`src/rtl/xtea_pkg.sv`:
```
package xtea_pkg;
  localparam int WORD_W   = 32;
  localparam int KEY_WRDS = 4;
  localparam int KADDR_W  = $clog2(KEY_WRDS);
  localparam logic [WORD_W-1:0] ROUND_DELTA = 32'h9E3779B9;

  // strobes from the sequencer to the datapath
  typedef struct packed {
    logic load;    // capture inputs and initial sum
    logic step;    // perform one half-round
    logic second;  // 0: first half of a cycle, 1: second half
    logic dec;     // direction for this strobe
  } xteaCtrl_t;
endpackage

```
`src/rtl/xtea_keystore.sv`:
```
module xtea_keystore
  import xtea_pkg::*;
(
  input  logic                             clk,
  input  logic                             rstN,
  input  logic                             busy,
  input  logic                             we,
  input  logic [KADDR_W-1:0]               addr,
  input  logic [WORD_W-1:0]                wdata,
  output logic [WORD_W-1:0]                rdata,
  output logic [KEY_WRDS-1:0][WORD_W-1:0]  keyWords
);
  logic [KEY_WRDS-1:0][WORD_W-1:0] keyQ;

  for (genvar i = 0; i < KEY_WRDS; i++) begin : gWord
    always_ff @(posedge clk or negedge rstN) begin
      if (!rstN) keyQ[i] <= '0;
      else if (we && !busy && (addr == KADDR_W'(i))) keyQ[i] <= wdata;
    end
  end

  assign rdata    = keyQ[addr];
  assign keyWords = keyQ;

  // a write while busy never lands
  a_r8_key_frozen: assert property (@(posedge clk) disable iff (!rstN)
    busy |=> $stable(keyQ));
  // an idle write is visible on the next cycle
  a_r2_write_lands: assert property (@(posedge clk) disable iff (!rstN)
    (we && !busy) |=> (keyQ[$past(addr)] == $past(wdata)));
endmodule

```
`src/rtl/xtea_datapath.sv`:
```
module xtea_datapath
  import xtea_pkg::*;
#(
  parameter int CNT_W = 8
) (
  input  logic                             clk,
  input  logic                             rstN,
  input  xteaCtrl_t                        ctrlIn,
  input  logic [CNT_W-1:0]                 cycles,
  input  logic [WORD_W-1:0]                v0In,
  input  logic [WORD_W-1:0]                v1In,
  input  logic [KEY_WRDS-1:0][WORD_W-1:0]  keyWords,
  output logic [WORD_W-1:0]                v0Out,
  output logic [WORD_W-1:0]                v1Out
);
  logic [WORD_W-1:0] v0Q, v1Q, sumQ;
  logic [WORD_W-1:0] target, other, mixed, keySel, term, newVal, sumNext, initSum;
  logic              updV1;
  logic [KADDR_W-1:0] keyIdx;

  // the half written and the key index source coincide:
  // encrypt second half and decrypt first half touch v1 with sum bits 12:11
  assign updV1   = (!ctrlIn.dec) == ctrlIn.second;
  assign target  = updV1 ? v1Q : v0Q;
  assign other   = updV1 ? v0Q : v1Q;
  assign keyIdx  = updV1 ? sumQ[12:11] : sumQ[1:0];
  assign keySel  = keyWords[keyIdx];
  assign mixed   = ((other << 4) ^ (other >> 5)) + other;
  assign term    = mixed ^ (sumQ + keySel);
  assign newVal  = ctrlIn.dec ? (target - term) : (target + term);
  assign initSum = ctrlIn.dec ? WORD_W'(ROUND_DELTA * WORD_W'(cycles)) : '0;

  always_comb begin
    sumNext = sumQ;
    if (!ctrlIn.second) sumNext = ctrlIn.dec ? (sumQ - ROUND_DELTA) : (sumQ + ROUND_DELTA);
  end

  always_ff @(posedge clk or negedge rstN) begin
    if (!rstN) begin
      v0Q  <= '0;
      v1Q  <= '0;
      sumQ <= '0;
    end else if (ctrlIn.load) begin
      v0Q  <= v0In;
      v1Q  <= v1In;
      sumQ <= initSum;
    end else if (ctrlIn.step) begin
      sumQ <= sumNext;
      if (updV1) v1Q <= newVal;
      else       v0Q <= newVal;
    end
  end

  assign v0Out = v0Q;
  assign v1Out = v1Q;

  // with no strobe, the state is frozen
  a_r6_hold: assert property (@(posedge clk) disable iff (!rstN)
    (!ctrlIn.load && !ctrlIn.step) |=> ($stable(v0Q) && $stable(v1Q) && $stable(sumQ)));
  // a half-round writes only one half
  a_r3_one_half: assert property (@(posedge clk) disable iff (!rstN)
    (ctrlIn.step && !ctrlIn.load && updV1) |=> $stable(v0Q));
  // sum is untouched in a second half-round
  a_r4_sum_second: assert property (@(posedge clk) disable iff (!rstN)
    (ctrlIn.step && !ctrlIn.load && ctrlIn.second) |=> $stable(sumQ));
endmodule

```
`src/rtl/xtea_sequencer.sv`:
```
module xtea_sequencer
  import xtea_pkg::*;
#(
  parameter int CNT_W = 8
) (
  input  logic             clk,
  input  logic             rstN,
  input  logic             start,
  input  logic             decrypt,
  input  logic [CNT_W-1:0] cycles,
  output xteaCtrl_t        ctrlOut,
  output logic             busy,
  output logic             done
);
  localparam int REM_W = CNT_W + 1;

  logic             busyQ, doneQ, phaseQ, decQ;
  logic [REM_W-1:0] remQ;
  logic             accept;

  assign accept = start && !busyQ;

  always_ff @(posedge clk or negedge rstN) begin
    if (!rstN) begin
      busyQ  <= 1'b0;
      doneQ  <= 1'b0;
      phaseQ <= 1'b0;
      decQ   <= 1'b0;
      remQ   <= '0;
    end else if (accept) begin
      decQ   <= decrypt;
      phaseQ <= 1'b0;
      remQ   <= {cycles, 1'b0};
      busyQ  <= (cycles != '0);
      doneQ  <= (cycles == '0);
    end else if (busyQ) begin
      phaseQ <= !phaseQ;
      remQ   <= remQ - 1'b1;
      if (remQ == REM_W'(1)) begin
        busyQ <= 1'b0;
        doneQ <= 1'b1;
      end
    end
  end

  always_comb begin
    ctrlOut.load   = accept;
    ctrlOut.step   = busyQ;
    ctrlOut.second = phaseQ;
    ctrlOut.dec    = accept ? decrypt : decQ;
  end

  assign busy = busyQ;
  assign done = doneQ;

  // busy and done are exclusive
  a_r5_exclusive: assert property (@(posedge clk) disable iff (!rstN)
    !(busyQ && doneQ));
  // a busy run ends only in done
  a_r5_ends_done: assert property (@(posedge clk) disable iff (!rstN)
    (busyQ && !start) |=> (busyQ || doneQ));
  // a start while busy does not reload the counter
  a_r7_start_ignored: assert property (@(posedge clk) disable iff (!rstN)
    (busyQ && start) |=> (remQ == $past(remQ) - 1'b1) && (decQ == $past(decQ)));
  // done falls only on an accepted start
  a_r6_done_holds: assert property (@(posedge clk) disable iff (!rstN)
    (doneQ && !start) |=> doneQ);
endmodule

```
`src/rtl/xtea_engine.sv`:
```
module xtea_engine
  import xtea_pkg::*;
#(
  parameter int CNT_W = 8
) (
  input  logic                clk,
  input  logic                rstN,
  input  logic                keyWe,
  input  logic [1:0]          keyAddr,
  input  logic [31:0]         keyWdata,
  output logic [31:0]         keyRdata,
  input  logic                start,
  input  logic                decrypt,
  input  logic [CNT_W-1:0]    cycles,
  input  logic [31:0]         v0In,
  input  logic [31:0]         v1In,
  output logic                busy,
  output logic                done,
  output logic [31:0]         v0Out,
  output logic [31:0]         v1Out
);
  xteaCtrl_t                       ctrl;
  logic [KEY_WRDS-1:0][WORD_W-1:0] keyWords;

  xtea_keystore uKeys (
    .clk(clk), .rstN(rstN), .busy(busy), .we(keyWe), .addr(keyAddr),
    .wdata(keyWdata), .rdata(keyRdata), .keyWords(keyWords)
  );

  xtea_sequencer #(.CNT_W(CNT_W)) uSeq (
    .clk(clk), .rstN(rstN), .start(start), .decrypt(decrypt), .cycles(cycles),
    .ctrlOut(ctrl), .busy(busy), .done(done)
  );

  xtea_datapath #(.CNT_W(CNT_W)) uPath (
    .clk(clk), .rstN(rstN), .ctrlIn(ctrl), .cycles(cycles), .v0In(v0In),
    .v1In(v1In), .keyWords(keyWords), .v0Out(v0Out), .v1Out(v1Out)
  );
endmodule

```
`config.mk`:
```
export PLATFORM = sky130hd
export DESIGN_NAME = xtea_engine
export DESIGN_NICKNAME = d
export VERILOG_FILES = /design/src/rtl/xtea_pkg.sv /design/src/rtl/xtea_keystore.sv /design/src/rtl/xtea_datapath.sv /design/src/rtl/xtea_sequencer.sv /design/src/rtl/xtea_engine.sv
export SDC_FILE = /design/constraint.sdc
export NUM_CORES = 1
export LEC_CHECK = 0
export ABC_CLOCK_PERIOD_IN_PS = 10700
export CAP_MARGIN = 20
export CELL_PAD_IN_SITES_DETAIL_PLACEMENT = 0
export CELL_PAD_IN_SITES_GLOBAL_PLACEMENT = 1
export CORE_MARGIN = 1.5
export CORE_UTILIZATION = 46
export CTS_CLUSTER_SIZE = 10
export DETAILED_ROUTE_END_ITERATION = 10
export PLACE_DENSITY = 0.8
export SYNTH_ARGS = -nofsm -noshare
export SYNTH_HDL_FRONTEND = slang
export SYNTH_SLANG_ARGS = --single-unit
```
`constraint.sdc`:
```
create_clock -name clk -period 10.7 [get_ports clk]
set_input_delay 2.14 -clock clk [delete_from_list [all_inputs] [get_ports clk]]
set_output_delay 2.14 -clock clk [all_outputs]
set_load 0.005 [all_outputs]
```
==> metrics.md <==
| Metric | Value |
|---|---|
| Run status | `finished, final reports clean` |
| Startpoint class of the critical path | `input pin` |
| Critical Path Max Stage Delay | `600 ps` |
| Number of flops mapped to enable cells by yosys | `0` |
| Worst setup path class | `in -> reg` |
| Floorplan die area | `about 0.051 mm^2` |
| Fraction of layout cells with a size suffix above 1 | `14.0%` |
| Post-CTS Repair Setup Buffers | `0` |
| Worst slew pin tran | `approximately 1100 ps` |
| # H-tree levels | `1` |
| Depth of the most critical reg-to-reg path | `32` |
| Width of the chip | `225 um` |
| Placeable Area | `0.0487 mm^2` |
| Total number of vias | `roughly 19000` |
| Register area share after synthesis | `approximately a quarter` |
| Global-route wire length before repair | `109 mm` |
| Hold buffers post-CTS | `0` |
| Routability cong. | `0.932` |
| Area occupied by registers | `0.00593 mm^2` |
| DRC violation total after the first TritonRoute iteration | `1368` |
| Slew Limit Fails | `0` |
| Layout-stage area growth over the synthesis result | `17.0%` |
| Final net count | `2941` |
| Hold Startpoint | `uSeq.remQ[7]` |
| Top_reg_cell synth | `dfrtp_1` |
| Flops & latches, synth | `237` |
| # resized after CTS | `0` |
| Routed wire length | `69.7 mm` |
| Capture point of the worst reg-to-reg path | `uPath.v0Out[31]` |
| Ports placed on the boundary | `about 210` |
| Nets in the synthesized netlist | `~2800` |
| Final core area utilization | `between 50% and 60%` |
| Final period util | `just over 90%` |
| Clock slew seen by the registers of the worst setup and hold paths | `60 ps` |
| Number of endpoints with negative hold slack in the final report | `0` |
| Max Root-Sink Buffers | `3` |
| Final critical-path required period | `~9700 ps` |
| Post-Synthesis Cells | `2386` |
| Quantity of I/O buffers inserted on ports | `208` |
| Most frequent standard cell in the layout excluding fill and tap cells | `dfrtp_1` |
| Root buffer selected by CTS | `clkbuf_16` |
| Std cell rows | `81` |
| Post-synthesis cell type count | `85` |
| Library cell contributing the largest single delay on the critical path | `or4_4` |
| Achievable clock frequency | `between 0.1 and 0.15 GHz` |
| Worst endpoint required time | `approximately 11000 ps` |
| R2r startpoint | `uSeq.busy` |
| Detailed-route DRC error count | `0` |
| Insertion delay of the later-clocked pin in the worst-skew pair | `580 ps` |
| GRT Util Overall | `27.4%` |
| Most used cells in the layout excluding fill and tap cells | `237 x dfrtp_1, 212 x nand2_1, 205 x clkdlybuf4s50_1` |
| Worst reg-to-reg setup slack | `2320 ps` |
| Cell occurring most often along the worst timing path | `xnor2_1` |
| Via count of the first global-routing pass | `~19000` |
| TritonCTS clock tree | `built` |
| Post-Syn Area | `0.0227 mm^2` |
| RSZ-0062 raised after global routing | `no` |
| HPWL after DPL | `between 50 and 60 mm` |
| Starting density of the core | `46.5%` |
| Die boundary height | `225 um` |
| CP endpoint kind | `flip-flop` |
| Combined area of the multi-input logic cells | `0.0159 mm^2` |
| Remaining Overflow, GRT | `0` |
| Share of flip-flops with an asynchronous set or reset after synthesis | `100%` |
| Mean cell area of the mapped netlist | `9.50 um^2` |
| Highest net fanout along the worst path | `12` |
| Via density per instance | `5.87` |
| Pin count of the biggest net entering global routing | `96` |
| Number of buffers added by the clock tree synthesis step | `30` |
| End point of the most critical hold path | `uSeq.remQ[7]` |
| Hold depth | `2` |
| Arrival time of data at the critical path endpoint | `10170 ps` |
| Rel. slew slack | `26.2%` |
| Worst min-delay path category | `reg -> reg` |
| Clock skew after layout | `approximately 13 ps` |
| Clock sinks | `237` |
| Final setup violating endpoints | `0` |
| Routed Antenna Nets | `0` |
| Count of fill cells added during filler insertion | `4333` |
| Number of iterations in the first detailed-routing pass | `7` |
| Antenna violations before repair | `1` |
| Average wire per standard cell | `21.5 um` |
| Sum of negative setup slack | `0 ps` |
| Number of synthesis warnings | `0` |
| Max Cap Viol | `0` |
==> worst max path at each step <==
stage          slack [ps]         endpoint  start  cells past startpoint
4_1_cts               970  uPath.v0Out[31]  start                     33
5_1_grt               320  uPath.v0Out[31]  start                     33
6_report              960  uPath.v0Out[31]  start                     33
3_5_place_dp          410  uPath.v0Out[31]  start                     33
2_1_floorplan        1360  uPath.v0Out[31]  start                     34
3_3_place_gp          530  uPath.v0Out[31]  start                     33
==> through the flow <==
stage | instances | setup slack (ps) | cell area [um^2] | hold WS (ps)
3_3_place_gp | 3200 | 531 | 25600 | 492
4_1_cts | 3245 | 969 | 26500 | 505
6_report | 3246 | 959 | 26500 | 506
5_1_grt | 3246 | 315 | 26500 | 536
3_5_place_dp | 3200 | 407 | 25600 | 492
2_1_floorplan | 2386 | 1360 | 22700 | 466
==> state kept, by name, indices dropped and copies added, names as in the netlist <==
name and flops:
uSeq.decQ 1, uPath.sumQ 32, uSeq.remQ 9, uSeq.done 1
uSeq.busy 1, uPath.v0Out 32, uSeq.phaseQ 1, uPath.v1Out 32
uKeys.keyWords 128
==> logic make-up after synthesis <==
group	share of synthesized area, %
buf+inv	4.16
simple gates	12.0
compound gates	16.4
mux	16.0
xor+xnor	8.62
fa+ha+maj	16.7
flops	26.2
==> layer usage <==
layer  global-route usage (%)  wire length [um]  up-vias  part of all wire [%]
met5                        0                 0        -                     0
met4                     7.49              1790        0                   2.6
met3                     2.52              3020       96                   4.3
met2                     48.1             34300      509                    49
met1                     36.0             30500     9446                    44
li1                         -                 -     8994                     -
==> synth_stat cells (27+ instances only) <==
cell,number,area (um^2)
o21bai_1,28,210
nand2_1,213,800
a31oi_1,58,363
clkbuf_1,76,285
fa_1,66,1320
nand3_1,36,180
dfrtp_1,237,5930
a21oi_1,174,871
nor3_1,27,135
xor2_1,67,587
mux2_2,175,1970
o21ai_0,104,521
a21o_1,64,480
inv_1,144,541
mux4_2,63,1420
xnor2_1,144,1260
nor2_1,170,638
a211oi_1,28,210
ha_1,196,2450
==> worst max-delay path: cells and delay by family <==
kind | cells | cell delay [ps]
and+or+nand+nor | 10 | 2270
AOI/OAI and AO/OA | 11 | 2240
muxes | 2 | 1030
buffers and inverters | 4 | 1010
xor gates and xnor gates | 4 | 690
adders and majority gates | 2 | 780
==> layout make-up <==
cell class / instances / share of cell area [%]
multi-input combinational: 1906 / 59.9
sequential: 237 / 22.4
timing repair buffer: 248 / 9.01
clock buffer: 40 / 3.24
tap: 664 / 3.13
inverter: 145 / 2.06
clock inverter: 5 / 0.293
antenna: 1 / 0.00944
Power is not shown: default switching activity piles up to over one toggle a cycle in this logic, so the estimate is an artifact.
